<file path="config.mk">
export PLATFORM = sky130hd
export DESIGN_NAME = spi_chain_seq
export DESIGN_NICKNAME = d
export VERILOG_FILES = /design/src/rtl/spi_chain_pkg.sv /design/src/rtl/spi_chain_fsm.sv /design/src/rtl/spi_chain_regs.sv /design/src/rtl/spi_chain_seq.sv
export SDC_FILE = /design/constraint.sdc
export NUM_CORES = 1
export LEC_CHECK = 0
export BUFFER_PORTS_ARGS = -buffer_cell sky130_fd_sc_hd__buf_2
export CAP_MARGIN = 10
export CORE_MARGIN = 2
export CORE_UTILIZATION = 48
export DETAILED_ROUTE_END_ITERATION = 7
export GPL_TIMING_DRIVEN = 0
export HOLD_SLACK_MARGIN = 0.03
export PLACE_DENSITY = 0.77
export SETUP_SLACK_MARGIN = 0.15
export SKIP_CTS_REPAIR_TIMING = 1
export SLEW_MARGIN = 0
export SYNTH_ARGS = -nofsm -noshare
export SYNTH_HDL_FRONTEND = slang
export SYNTH_SLANG_ARGS = --single-unit
</file>
<file path="constraint.sdc">
create_clock -name clk -period 2.1 [get_ports clk]
set_input_delay 0.315 -clock clk [delete_from_list [all_inputs] [get_ports clk]]
set_output_delay 0.315 -clock clk [all_outputs]
set_load 0.05 [all_outputs]
</file>
<file path="src/rtl/spi_chain_pkg.sv">
package spi_chain_pkg;

    typedef enum logic [1:0] {
        ST_IDLE,
        ST_FETCH,
        ST_LAUNCH,
        ST_WAIT
    } seq_state_t;

    localparam int DESC_WORDS = 6;
    localparam int DESC_BYTES = 4 * DESC_WORDS;
    localparam int WORD_IDX_W = $clog2(DESC_WORDS);

    localparam int OFS_READY = 'h00;
    localparam int OFS_CFG   = 'h04;
    localparam int OFS_BASE  = 'h08;
    localparam int OFS_CTRL  = 'h0C;
    localparam int OFS_CUR   = 'h10;
    localparam int OFS_STS   = 'h14;
    localparam int OFS_EN    = 'h18;

    localparam int BIT_GO    = 31;
    localparam int BIT_EOC   = 30;
    localparam int BLK_W     = 20;

    localparam int STS_W     = 12;
    localparam int STS_ERR   = 8;
    localparam int STS_DESC  = 10;
    localparam int STS_CHAIN = 11;

endpackage

</file>
<file path="src/rtl/spi_chain_fsm.sv">
module spi_chain_fsm
    import spi_chain_pkg::*;
#(
    parameter int AW = 32
) (
    input  logic          clk,
    input  logic          rst_n,
    input  logic          launch,
    input  logic          abort,
    input  logic [AW-1:0] list_base,
    output logic          mem_req,
    output logic [AW-1:0] mem_addr,
    input  logic          mem_valid,
    input  logic [31:0]   mem_rdata,
    output logic          eng_start,
    output logic [31:0]   eng_cmd,
    output logic [31:0]   eng_bus,
    output logic [63:0]   eng_tx_addr,
    output logic [63:0]   eng_rx_addr,
    input  logic          eng_done,
    output logic          busy,
    output logic [AW-1:0] cur_addr,
    output logic          ev_desc,
    output logic          ev_chain,
    output logic          ev_err
);

    seq_state_t            state_q, state_d;
    logic [WORD_IDX_W-1:0] idx_q;
    logic [AW-1:0]         cur_q;
    logic                  take, last_word, blk_zero, eoc;

    assign take      = (state_q == ST_FETCH) && mem_valid;
    assign last_word = (idx_q == WORD_IDX_W'(DESC_WORDS - 1));

    // one capture register per descriptor word
    for (genvar g = 0; g < DESC_WORDS; g++) begin : g_word
        logic [31:0] w_q;
        always_ff @(posedge clk or negedge rst_n) begin
            if (!rst_n)
                w_q <= '0;
            else if (take && idx_q == WORD_IDX_W'(g))
                w_q <= mem_rdata;
        end
    end

    assign eng_cmd     = g_word[0].w_q;
    assign eng_bus     = g_word[1].w_q;
    assign eng_tx_addr = {g_word[3].w_q, g_word[2].w_q};
    assign eng_rx_addr = {g_word[5].w_q, g_word[4].w_q};
    assign blk_zero    = (g_word[0].w_q[BLK_W-1:0] == '0);
    assign eoc         = g_word[0].w_q[BIT_EOC];

    always_comb begin
        state_d = state_q;
        unique case (state_q)
            ST_IDLE:   if (launch) state_d = ST_FETCH;
            ST_FETCH:  if (take && last_word) state_d = ST_LAUNCH;
            ST_LAUNCH: state_d = blk_zero ? ST_IDLE : ST_WAIT;
            ST_WAIT:   if (eng_done) state_d = eoc ? ST_IDLE : ST_FETCH;
            default:   state_d = ST_IDLE;
        endcase
        if (abort) state_d = ST_IDLE;
    end

    always_ff @(posedge clk or negedge rst_n) begin
        if (!rst_n) state_q <= ST_IDLE;
        else        state_q <= state_d;
    end

    always_ff @(posedge clk or negedge rst_n) begin
        if (!rst_n) begin
            idx_q <= '0;
            cur_q <= '0;
        end else if (abort) begin
            idx_q <= '0;
        end else if (state_q == ST_IDLE && launch) begin
            idx_q <= '0;
            cur_q <= list_base;
        end else if (take) begin
            idx_q <= last_word ? '0 : idx_q + 1'b1;
        end else if (state_q == ST_WAIT && eng_done && !eoc) begin
            cur_q <= cur_q + AW'(DESC_BYTES);
        end
    end

    always_comb begin
        mem_req   = (state_q == ST_FETCH);
        mem_addr  = cur_q + AW'({idx_q, 2'b00});
        eng_start = (state_q == ST_LAUNCH) && !blk_zero && !abort;
        ev_err    = (state_q == ST_LAUNCH) && blk_zero && !abort;
        ev_desc   = (state_q == ST_WAIT) && eng_done && !abort;
        ev_chain  = ev_desc && eoc;
        busy      = (state_q != ST_IDLE);
        cur_addr  = cur_q;
    end

    p_req_hold_r3: assert property (@(posedge clk) disable iff (!rst_n)
        (mem_req && !mem_valid && !abort) |=> (mem_req && $stable(mem_addr)));

    p_start_pulse_r4: assert property (@(posedge clk) disable iff (!rst_n)
        eng_start |=> !eng_start);

    p_no_zero_start_r7: assert property (@(posedge clk) disable iff (!rst_n)
        eng_start |-> (eng_cmd[BLK_W-1:0] != '0));

    p_abort_idle_r8: assert property (@(posedge clk) disable iff (!rst_n)
        abort |=> !busy);

endmodule

</file>
<file path="src/rtl/spi_chain_regs.sv">
module spi_chain_regs
    import spi_chain_pkg::*;
#(
    parameter int AW     = 32,
    parameter int REG_AW = 5
) (
    input  logic              clk,
    input  logic              rst_n,
    input  logic              reg_wr,
    input  logic [REG_AW-1:0] reg_addr,
    input  logic [31:0]       reg_wdata,
    output logic [31:0]       reg_rdata,
    input  logic              sync_in,
    input  logic              busy,
    input  logic [AW-1:0]     cur_addr,
    input  logic              ev_desc,
    input  logic              ev_chain,
    input  logic              ev_err,
    output logic              launch,
    output logic              abort,
    output logic [AW-1:0]     list_base,
    output logic              irq
);

    localparam logic [STS_W-1:0] STS_MASK =
        STS_W'((1 << STS_ERR) | (1 << STS_DESC) | (1 << STS_CHAIN));

    logic             ready_q, sync_en_q, sync_q;
    logic [AW-1:0]    base_q;
    logic [STS_W-1:0] sts_q, en_q, set_vec, clr_vec;
    logic             wr_ready, wr_cfg, wr_base, wr_ctrl, wr_sts, wr_en, sync_rise;

    assign wr_ready  = reg_wr && reg_addr == REG_AW'(OFS_READY);
    assign wr_cfg    = reg_wr && reg_addr == REG_AW'(OFS_CFG);
    assign wr_base   = reg_wr && reg_addr == REG_AW'(OFS_BASE);
    assign wr_ctrl   = reg_wr && reg_addr == REG_AW'(OFS_CTRL);
    assign wr_sts    = reg_wr && reg_addr == REG_AW'(OFS_STS);
    assign wr_en     = reg_wr && reg_addr == REG_AW'(OFS_EN);
    assign sync_rise = sync_in && !sync_q && sync_en_q;

    assign launch    = ((wr_ctrl && reg_wdata[BIT_GO]) || sync_rise) && !busy;
    assign abort     = wr_ctrl && !reg_wdata[BIT_GO];
    assign list_base = base_q;
    assign irq       = |(sts_q & en_q);

    always_comb begin
        set_vec            = '0;
        set_vec[STS_ERR]   = ev_err;
        set_vec[STS_DESC]  = ev_desc;
        set_vec[STS_CHAIN] = ev_chain;
        clr_vec            = wr_sts ? reg_wdata[STS_W-1:0] : '0;
    end

    always_ff @(posedge clk or negedge rst_n) begin
        if (!rst_n) begin
            ready_q   <= 1'b1;
            sync_en_q <= 1'b0;
            sync_q    <= 1'b0;
            base_q    <= '0;
            sts_q     <= '0;
            en_q      <= '0;
        end else begin
            sync_q <= sync_in;
            sts_q  <= (sts_q & ~clr_vec) | set_vec;
            if (wr_ready) ready_q   <= reg_wdata[0];
            if (wr_cfg)   sync_en_q <= reg_wdata[0];
            if (wr_base)  base_q    <= reg_wdata[AW-1:0];
            if (wr_en)    en_q      <= reg_wdata[STS_W-1:0] & STS_MASK;
        end
    end

    always_comb begin
        reg_rdata = '0;
        case (reg_addr)
            REG_AW'(OFS_READY): reg_rdata[0]        = ready_q;
            REG_AW'(OFS_CFG):   reg_rdata[0]        = sync_en_q;
            REG_AW'(OFS_BASE):  reg_rdata           = 32'(base_q);
            REG_AW'(OFS_CTRL):  reg_rdata[BIT_GO]   = busy;
            REG_AW'(OFS_CUR):   reg_rdata           = 32'(cur_addr);
            REG_AW'(OFS_STS):   reg_rdata[STS_W-1:0] = sts_q;
            REG_AW'(OFS_EN):    reg_rdata[STS_W-1:0] = en_q;
            default:            reg_rdata           = '0;
        endcase
    end

    p_ready_store_r2: assert property (@(posedge clk) disable iff (!rst_n)
        wr_ready |=> (ready_q == $past(reg_wdata[0])));

    p_w1c_r10: assert property (@(posedge clk) disable iff (!rst_n)
        (wr_sts && reg_wdata[STS_DESC] && !ev_desc) |=> !sts_q[STS_DESC]);

    p_irq_hold_r11: assert property (@(posedge clk) disable iff (!rst_n)
        (irq && !reg_wr) |=> irq);

endmodule

</file>
<file path="src/rtl/spi_chain_seq.sv">
module spi_chain_seq
    import spi_chain_pkg::*;
#(
    parameter int AW     = 32,
    parameter int REG_AW = 5
) (
    input  logic              clk,
    input  logic              rst_n,
    input  logic              reg_wr,
    input  logic [REG_AW-1:0] reg_addr,
    input  logic [31:0]       reg_wdata,
    output logic [31:0]       reg_rdata,
    input  logic              sync_in,
    output logic              mem_req,
    output logic [AW-1:0]     mem_addr,
    input  logic              mem_valid,
    input  logic [31:0]       mem_rdata,
    output logic              eng_start,
    output logic [31:0]       eng_cmd,
    output logic [31:0]       eng_bus,
    output logic [63:0]       eng_tx_addr,
    output logic [63:0]       eng_rx_addr,
    input  logic              eng_done,
    output logic              irq
);

    logic          launch, abort, busy, ev_desc, ev_chain, ev_err;
    logic [AW-1:0] list_base, cur_addr;

    spi_chain_regs #(.AW(AW), .REG_AW(REG_AW)) u_regs (
        .clk       (clk),
        .rst_n     (rst_n),
        .reg_wr    (reg_wr),
        .reg_addr  (reg_addr),
        .reg_wdata (reg_wdata),
        .reg_rdata (reg_rdata),
        .sync_in   (sync_in),
        .busy      (busy),
        .cur_addr  (cur_addr),
        .ev_desc   (ev_desc),
        .ev_chain  (ev_chain),
        .ev_err    (ev_err),
        .launch    (launch),
        .abort     (abort),
        .list_base (list_base),
        .irq       (irq)
    );

    spi_chain_fsm #(.AW(AW)) u_fsm (
        .clk         (clk),
        .rst_n       (rst_n),
        .launch      (launch),
        .abort       (abort),
        .list_base   (list_base),
        .mem_req     (mem_req),
        .mem_addr    (mem_addr),
        .mem_valid   (mem_valid),
        .mem_rdata   (mem_rdata),
        .eng_start   (eng_start),
        .eng_cmd     (eng_cmd),
        .eng_bus     (eng_bus),
        .eng_tx_addr (eng_tx_addr),
        .eng_rx_addr (eng_rx_addr),
        .eng_done    (eng_done),
        .busy        (busy),
        .cur_addr    (cur_addr),
        .ev_desc     (ev_desc),
        .ev_chain    (ev_chain),
        .ev_err      (ev_err)
    );

endmodule

</file>
==> impl_metrics.toml, run 1 <==
[yosys]
synth_nets = 1050
yosys-top-cells-area = "dfrtp_1, mux2_2, mux2_1"
ys_seq_area_frac = 0.558
synth_most_common_cell = "dfrtp_1"
synth_edf_count = 0
synth_largest_area_cell = "dfrtp_1"
yosysTopAreaCellShare = 0.556
synth_top_flop_cell = "dfrtp_1"
synth-async-reset-ratio = 1.00
yosys_warnings = 0
synth_cells = 969
netlist_area_um2 = 12500
ys_ff_latch = 279
avgSynthCellArea_um2 = 12.9
synth_cell_type_count = 70
synthTopCellsByCount = "dfrtp_1, mux2_2, nand2_1"

[critical_path]
worst_ep_arrival_time_ns = 2.61
cp-start-kind = "flop"
end_kind = "output pin"
max_stage_delay_ns = 0.46
required_ns = 1.78
crit_start = "u_fsm.cur_addr[12]$_DFFE_PN0P_"
crit_path_max_fanout = 7
path_cells = "buf_4 -> nand4_4 -> nor2_1 -> nand4b_1 -> nor2_2 -> xor2_4 -> buf_6"
crit_type = "flop to output pin"
cp_slowest_cell = "dfrtp_2"
r2r-start = "u_fsm.cur_addr[3]$_DFFE_PN0P_"

[clock_tree]
clk_pin_slew_ns = 0.09
clk_latency_ns = 0.57
cts-root-buf = "clkbuf_16"
cts.sinks = 279
htreeDepth = 1
cts_buffers = 30
clk_path_buf_depth = 3
cts_tree = "yes"

[drt]
drc = 0
first_pass_iters = 6
dr_total_vias = 10900
ant_nets = 0
drt-wirelength-per-cell_um = 24.7
viasPerCell = 5.97
wl_um = 45100
drtIter0Drc = 850

[hold_path]
hold_path.class = "input port to flop"
worstHoldStart = "mem_rdata[6]"

[floorplanning]
die_height_um = 165
core-area_um2 = 25800
die-area_um2 = 27400
fp.dieW_um = 165
rows = 59
ios = 334
initial_utilization = 0.484

[grt]
grt_pass1_vias = 10100
grt_max_degree = 106
grt_pass1_wl_um = 57200
antenna_found_initial = 0
grt_usage = 0.270
overflow = 0

[sta]
setup_viol = 72
finalCritPeriodShare = 1.39
max_freq_mhz = 342
setup-tns-final_ns = -20.30
rsz0062_at_grt = "yes"
final_hold_viol_count = 0
skew_ns = 0.0310
setup_ws_ns = -0.824
period_needed_ns = 2.92
drv_slew = 0
relSlewSlack = 0.408
tightest_slew_ns = 0.889
hold_ws_ns = 0.0523

[pwr]
leakagePower_nw = 9.38
p_seq_frac = 0.306
powerDensity_nw_per_um2 = 1470
switching_share = 0.470
clkPwrFrac = 0.199
peakVddDrop_mv = 1.46
p_int_mw = 14.9
power.switching_mw = 13.2
p_total_mw = 28.0
power_frac_comb = 0.495

[final_layout]
area_delta_synth_final_pct = 52.3
post-route-util = 0.738
fin_nets = 1550
final_cells = 1825
fillers = 1603
drive_gt1_frac = 0.634
multi_input_area_um2 = 6470
antenna_cells = 0
seq_area_um2 = 7000
fin_area_um2 = 19100

[placed_design]
place_area_um2 = 15300
hpwl_um = 27200
dp.cells = 1639
numPortBuffers = 333
dp_slack_ns = -0.794
gp_congestion = 0.905

[run_status]
status = "complete, but fails checks"
violations = "negative setup slack"

[job]
max_cap_violations = 0
==> registers in the layout (all words and copies together) (netlist names) <==
signal	count
u_fsm.cur_addr	32
u_regs.sync_en_q	1
u_regs.list_base	32
u_regs.sts_q	12
u_regs.en_q	3
u_regs.ready_q	1
u_fsm.idx_q	3
u_fsm.eng_cmd	32
u_fsm.state_q	2
u_regs.sync_q	1
u_fsm.g_word.w_q	128
u_fsm.eng_bus	32
==> worst max-delay path: cells and delay by family, from the launching register on <==
| family | cells | cell delay, ns |
|---|---|---|
| simple gates | 4 | 1.05 |
| flops | 1 | 0.46 |
| buf+inv | 2 | 0.35 |
| xor+xnor | 1 | 0.17 |
==> cell families after synthesis <==
family | share of synthesized area
XOR/XNOR | 0.0196
multiplexers | 0.216
buffers and inverters | 0.0279
AO/OA/AOI/OAI | 0.0943
flip-flops | 0.558
AND/OR/NAND/NOR | 0.0776
adder cells (fa/ha/maj) | 0.00660
==> layout make-up <==
| cell class | count | area share |
|---|---|---|
| Buffer | 66 | 0.0306 |
| Tap cell | 335 | 0.0220 |
| Clock buffer | 42 | 0.0455 |
| Inverter | 15 | 0.00295 |
| Multi-Input combinational cell | 608 | 0.340 |
| Sequential cell | 279 | 0.367 |
| Clock inverter | 11 | 0.00847 |
| Timing Repair Buffer | 469 | 0.184 |
==> layout by cell type (no fill, tap or decap), types with 11 or more instances in the layout <==
master,n
clkbuf_16,35
dlygate4sd3_1,30
nand4_1,15
mux2_2,214
a21oi_1,13
buf_8,39
buf_2,271
a222oi_1,12
o21ai_0,15
nand3_1,12
nor2_1,17
dfrtp_1,264
xnor2_4,11
clkbuf_4,13
mux2_1,18
a22o_4,18
buf_6,61
dfrtp_2,14
nand2_1,27
buf_4,94
==> power groups by stage <==
| stage | logic [mW] | registers (mW) | clock network, mW |
|---|---|---|---|
| 4_1_cts | 12.5 | 8.47 | 5.56 |
| 3_3_place_gp | 12.3 | 8.40 | 0 |
| 2_1_floorplan | 3.93 | 13.8 | 0 |
| 6_report | 13.9 | 8.58 | 5.58 |
| 3_5_place_dp | 12.5 | 8.52 | 0 |
| 5_1_grt | 14.4 | 8.79 | 5.85 |
==> layer usage <==
| metal | up-vias | share of wire | track usage |
|---|---|---|---|
| li1 | 4561 | - | - |
| met1 | 5424 | 0.35 | 0.340 |
| met2 | 687 | 0.49 | 0.459 |
| met3 | 222 | 0.11 | 0.0792 |
| met4 | 0 | 0.058 | 0.0678 |
| met5 | - | 0 | 0 |
==> final timing paths <==
check / endpoint / slack (ns) / cells after the start
setup / recovery: mem_addr[31] / -0.82 / 7
hold / removal: u_fsm.g_word[5].w_q[6]$_DFFE_PN0P_ / 0.05 / 2
setup reg to reg: u_fsm.cur_addr[31]$_DFFE_PN0P_ / -0.37 / 8
hold reg to reg: u_fsm.g_word[5].w_q[22]$_DFFE_PN0P_ / 0.48 / 1
max in group asynchronous: u_fsm.eng_bus[12]$_DFFE_PN0P_ / 0.77 / 3
min in group asynchronous: u_fsm.cur_addr[9]$_DFFE_PN0P_ / 0.33 / 2
No activity file was read; power rests on OpenSTA's default activity.
==> run 2: changes to the inputs <==
--- a/constraint.sdc
+++ b/constraint.sdc
@@ -3,2 +3,2 @@
 set_output_delay 0.315 -clock clk [all_outputs]
-set_load 0.05 [all_outputs]
+set_load 0.01 [all_outputs]
==> run 2 against run 1 <==
Via count fell by 5.7%. Die area did not move. The flow still finishes with violations (negative setup slack). Total power fell by 21%. Count of clock-buffer cells in the layout did not move.
==> impl_metrics.toml, run 2 (same netlist as run 1, synthesis figures left out) <==
[run_status]
status = "complete, but fails checks"
violations = "negative setup slack"

[critical_path]
r2r_end = "u_fsm.cur_addr[25]$_DFFE_PN0P_"
cp_num_buf_inv = 2
r2r-start = "u_fsm.cur_addr[3]$_DFFE_PN0P_"
reg2reg_depth = 8
max_stage_delay_ns = 0.46
cp_slowest_cell = "dfrtp_2"
crit_type = "flop to output pin"
critPathTopFamily = "simple AND/OR/NAND/NOR gates"
required_ns = 1.78
worst_ep_arrival_time_ns = 2.51
cp-start-kind = "flop"
crit_path_max_fanout = 6
end_kind = "output pin"
r2r_slack_ns = -0.13
path_cells = "nand4_1 -> buf_4 -> nor2_4 -> nand4b_1 -> nor2_1 -> xor2_1 -> buf_2"

[sta]
skew_ns = 0.0208
final_hold_viol_count = 0
drv_slew = 0
setup_ws_ns = -0.729
max_freq_mhz = 353
setup_viol = 33
finalCritPeriodShare = 1.35
rsz0062_at_grt = "yes"
tightest_slew_ns = 0.694
period_needed_ns = 2.83
relSlewSlack = 0.537
hold_ws_ns = 0.0385

[drt]
dr_total_vias = 10300
ant_nets = 0
drtIter0Drc = 862
drt-wirelength-per-cell_um = 22.8
viasPerCell = 5.78
first_pass_iters = 8
wl_um = 40600
drc = 0

[pwr]
switching_share = 0.338
power.switching_mw = 7.51
clkPwrFrac = 0.271
power_frac_comb = 0.343
p_int_mw = 14.7
p_seq_frac = 0.386
leakagePower_nw = 8.70
powerDensity_nw_per_um2 = 1280
peakVddDrop_mv = 1.12

[floorplanning]
fp.dieW_um = 165
ios = 334
initial_utilization = 0.484
die_height_um = 165
core-area_um2 = 25800
die-area_um2 = 27400
rows = 59

[final_layout]
antenna_cells = 0
area_delta_synth_final_pct = 38.9
drive_gt1_frac = 0.563
final_cell_mix = "buf_2, dfrtp_1, mux2_2, buf_4, nand2_1"
largest_register = "u_fsm.g_word.w_q"
largest_register_ffs = 128
fin_area_um2 = 17400
post-route-util = 0.673
fin_nets = 1501
final_common_cell = "buf_2"

[clock_tree]
clk_latency_ns = 0.58
cts_tree = "yes"
htreeDepth = 1
cts-root-buf = "clkbuf_16"
cts_buffers = 30
clk_path_buf_depth = 3
cts.sinks = 279
clk_pin_slew_ns = 0.06

[hold_path]
hold_path.class = "input port to flop"
whs_endpoint = "u_fsm.g_word[5].w_q[4]$_DFFE_PN0P_"
worstHoldStart = "mem_rdata[4]"
min_path_cells = 2

[grt]
grt_usage = 0.274
antenna_found_initial = 0
grt_max_degree = 120
grt_pass1_vias = 9987
overflow = 0
grt_pass1_wl_um = 58000

[placed_design]
hpwl_um = 27000
place_area_um2 = 14700
numPortBuffers = 333
gp_congestion = 0.953
dp_slack_ns = -0.853

[job]
max_cap_violations = 0
run 2: changes by cell type in the layout (fill, tap and decap cells not counted), sizes merged:
cell,previous run,this run
clkinvlp,1,2
bufinv,4,6
buf,476,430
dlygate4sd3,30,31
clkinv,6,5
clkbuf,71,67
run 2: final cells by class:
class	count	area, µm²
Sequential cell	279	7000
Inverter	15	56.3
Clock inverter	13	256
Clock buffer	42	896
Fill cell	1808	8460
Multi-Input combinational cell	608	5670
Tap cell	335	419
Buffer	66	508
Timing Repair Buffer	420	2580
run 2: metrics by stage:
step / std cells / setup TNS, ns / total power, mW
finish: 1778 / -15.79 / 22.2
detailed placement: 1639 / -46.02 / 15.3
global placement: 1637 / -1256.82 / 15.1
CTS: 1694 / -55.15 / 21.4
global route: 1778 / -18.28 / 23.3
floorplan: 969 / 0 / 12.1
run 2: per-layer routing:
layer  vias up  share of wire  GRT usage
met5         -              0          0
met4         0          0.037     0.0905
met3       105          0.098     0.0809
met2       547           0.48      0.449
met1      5135           0.39      0.349
li1       4491              -          -
run 2: power by group through the flow:
stage	logic, mW	clock network, mW	registers [mW]
floorplan	3.09	0	9.06
detailed placement	6.82	0	8.50
finish	7.62	6.02	8.59
global route	8.15	6.32	8.79
CTS	6.88	6.10	8.47
global placement	6.67	0	8.41
run 2: worst max path at each step:
stage,cells past startpoint,startpoint,end,slack [ns]
floorplan,7,u_fsm.cur_addr[3]$_DFFE_PN0P_,u_fsm.cur_addr[25]$_DFFE_PN0P_,0.12
global placement,1,rst_n,u_fsm.cur_addr[3]$_DFFE_PN0P_,-4.85
detailed placement,8,reg_addr[2],reg_rdata[31],-0.85
CTS,6,u_fsm.cur_addr[16]$_DFFE_PN0P_,mem_addr[26],-1.11
global route,7,u_fsm.cur_addr[18]$_DFFE_PN0P_,mem_addr[31],-0.78
finish,7,u_fsm.cur_addr[18]$_DFFE_PN0P_,mem_addr[31],-0.73
run 2: worst reg2reg max path, stage by stage, from the launching register on:
cell and delay, ns:
dfrtp_2 0.44, buf_4 0.14, inv_2 0.04, ha_2 0.17, clkbuf_8 0.16, or4_4 0.53
or3_4 0.42, a21oi_2 0.14, a2bb2oi_2 0.13
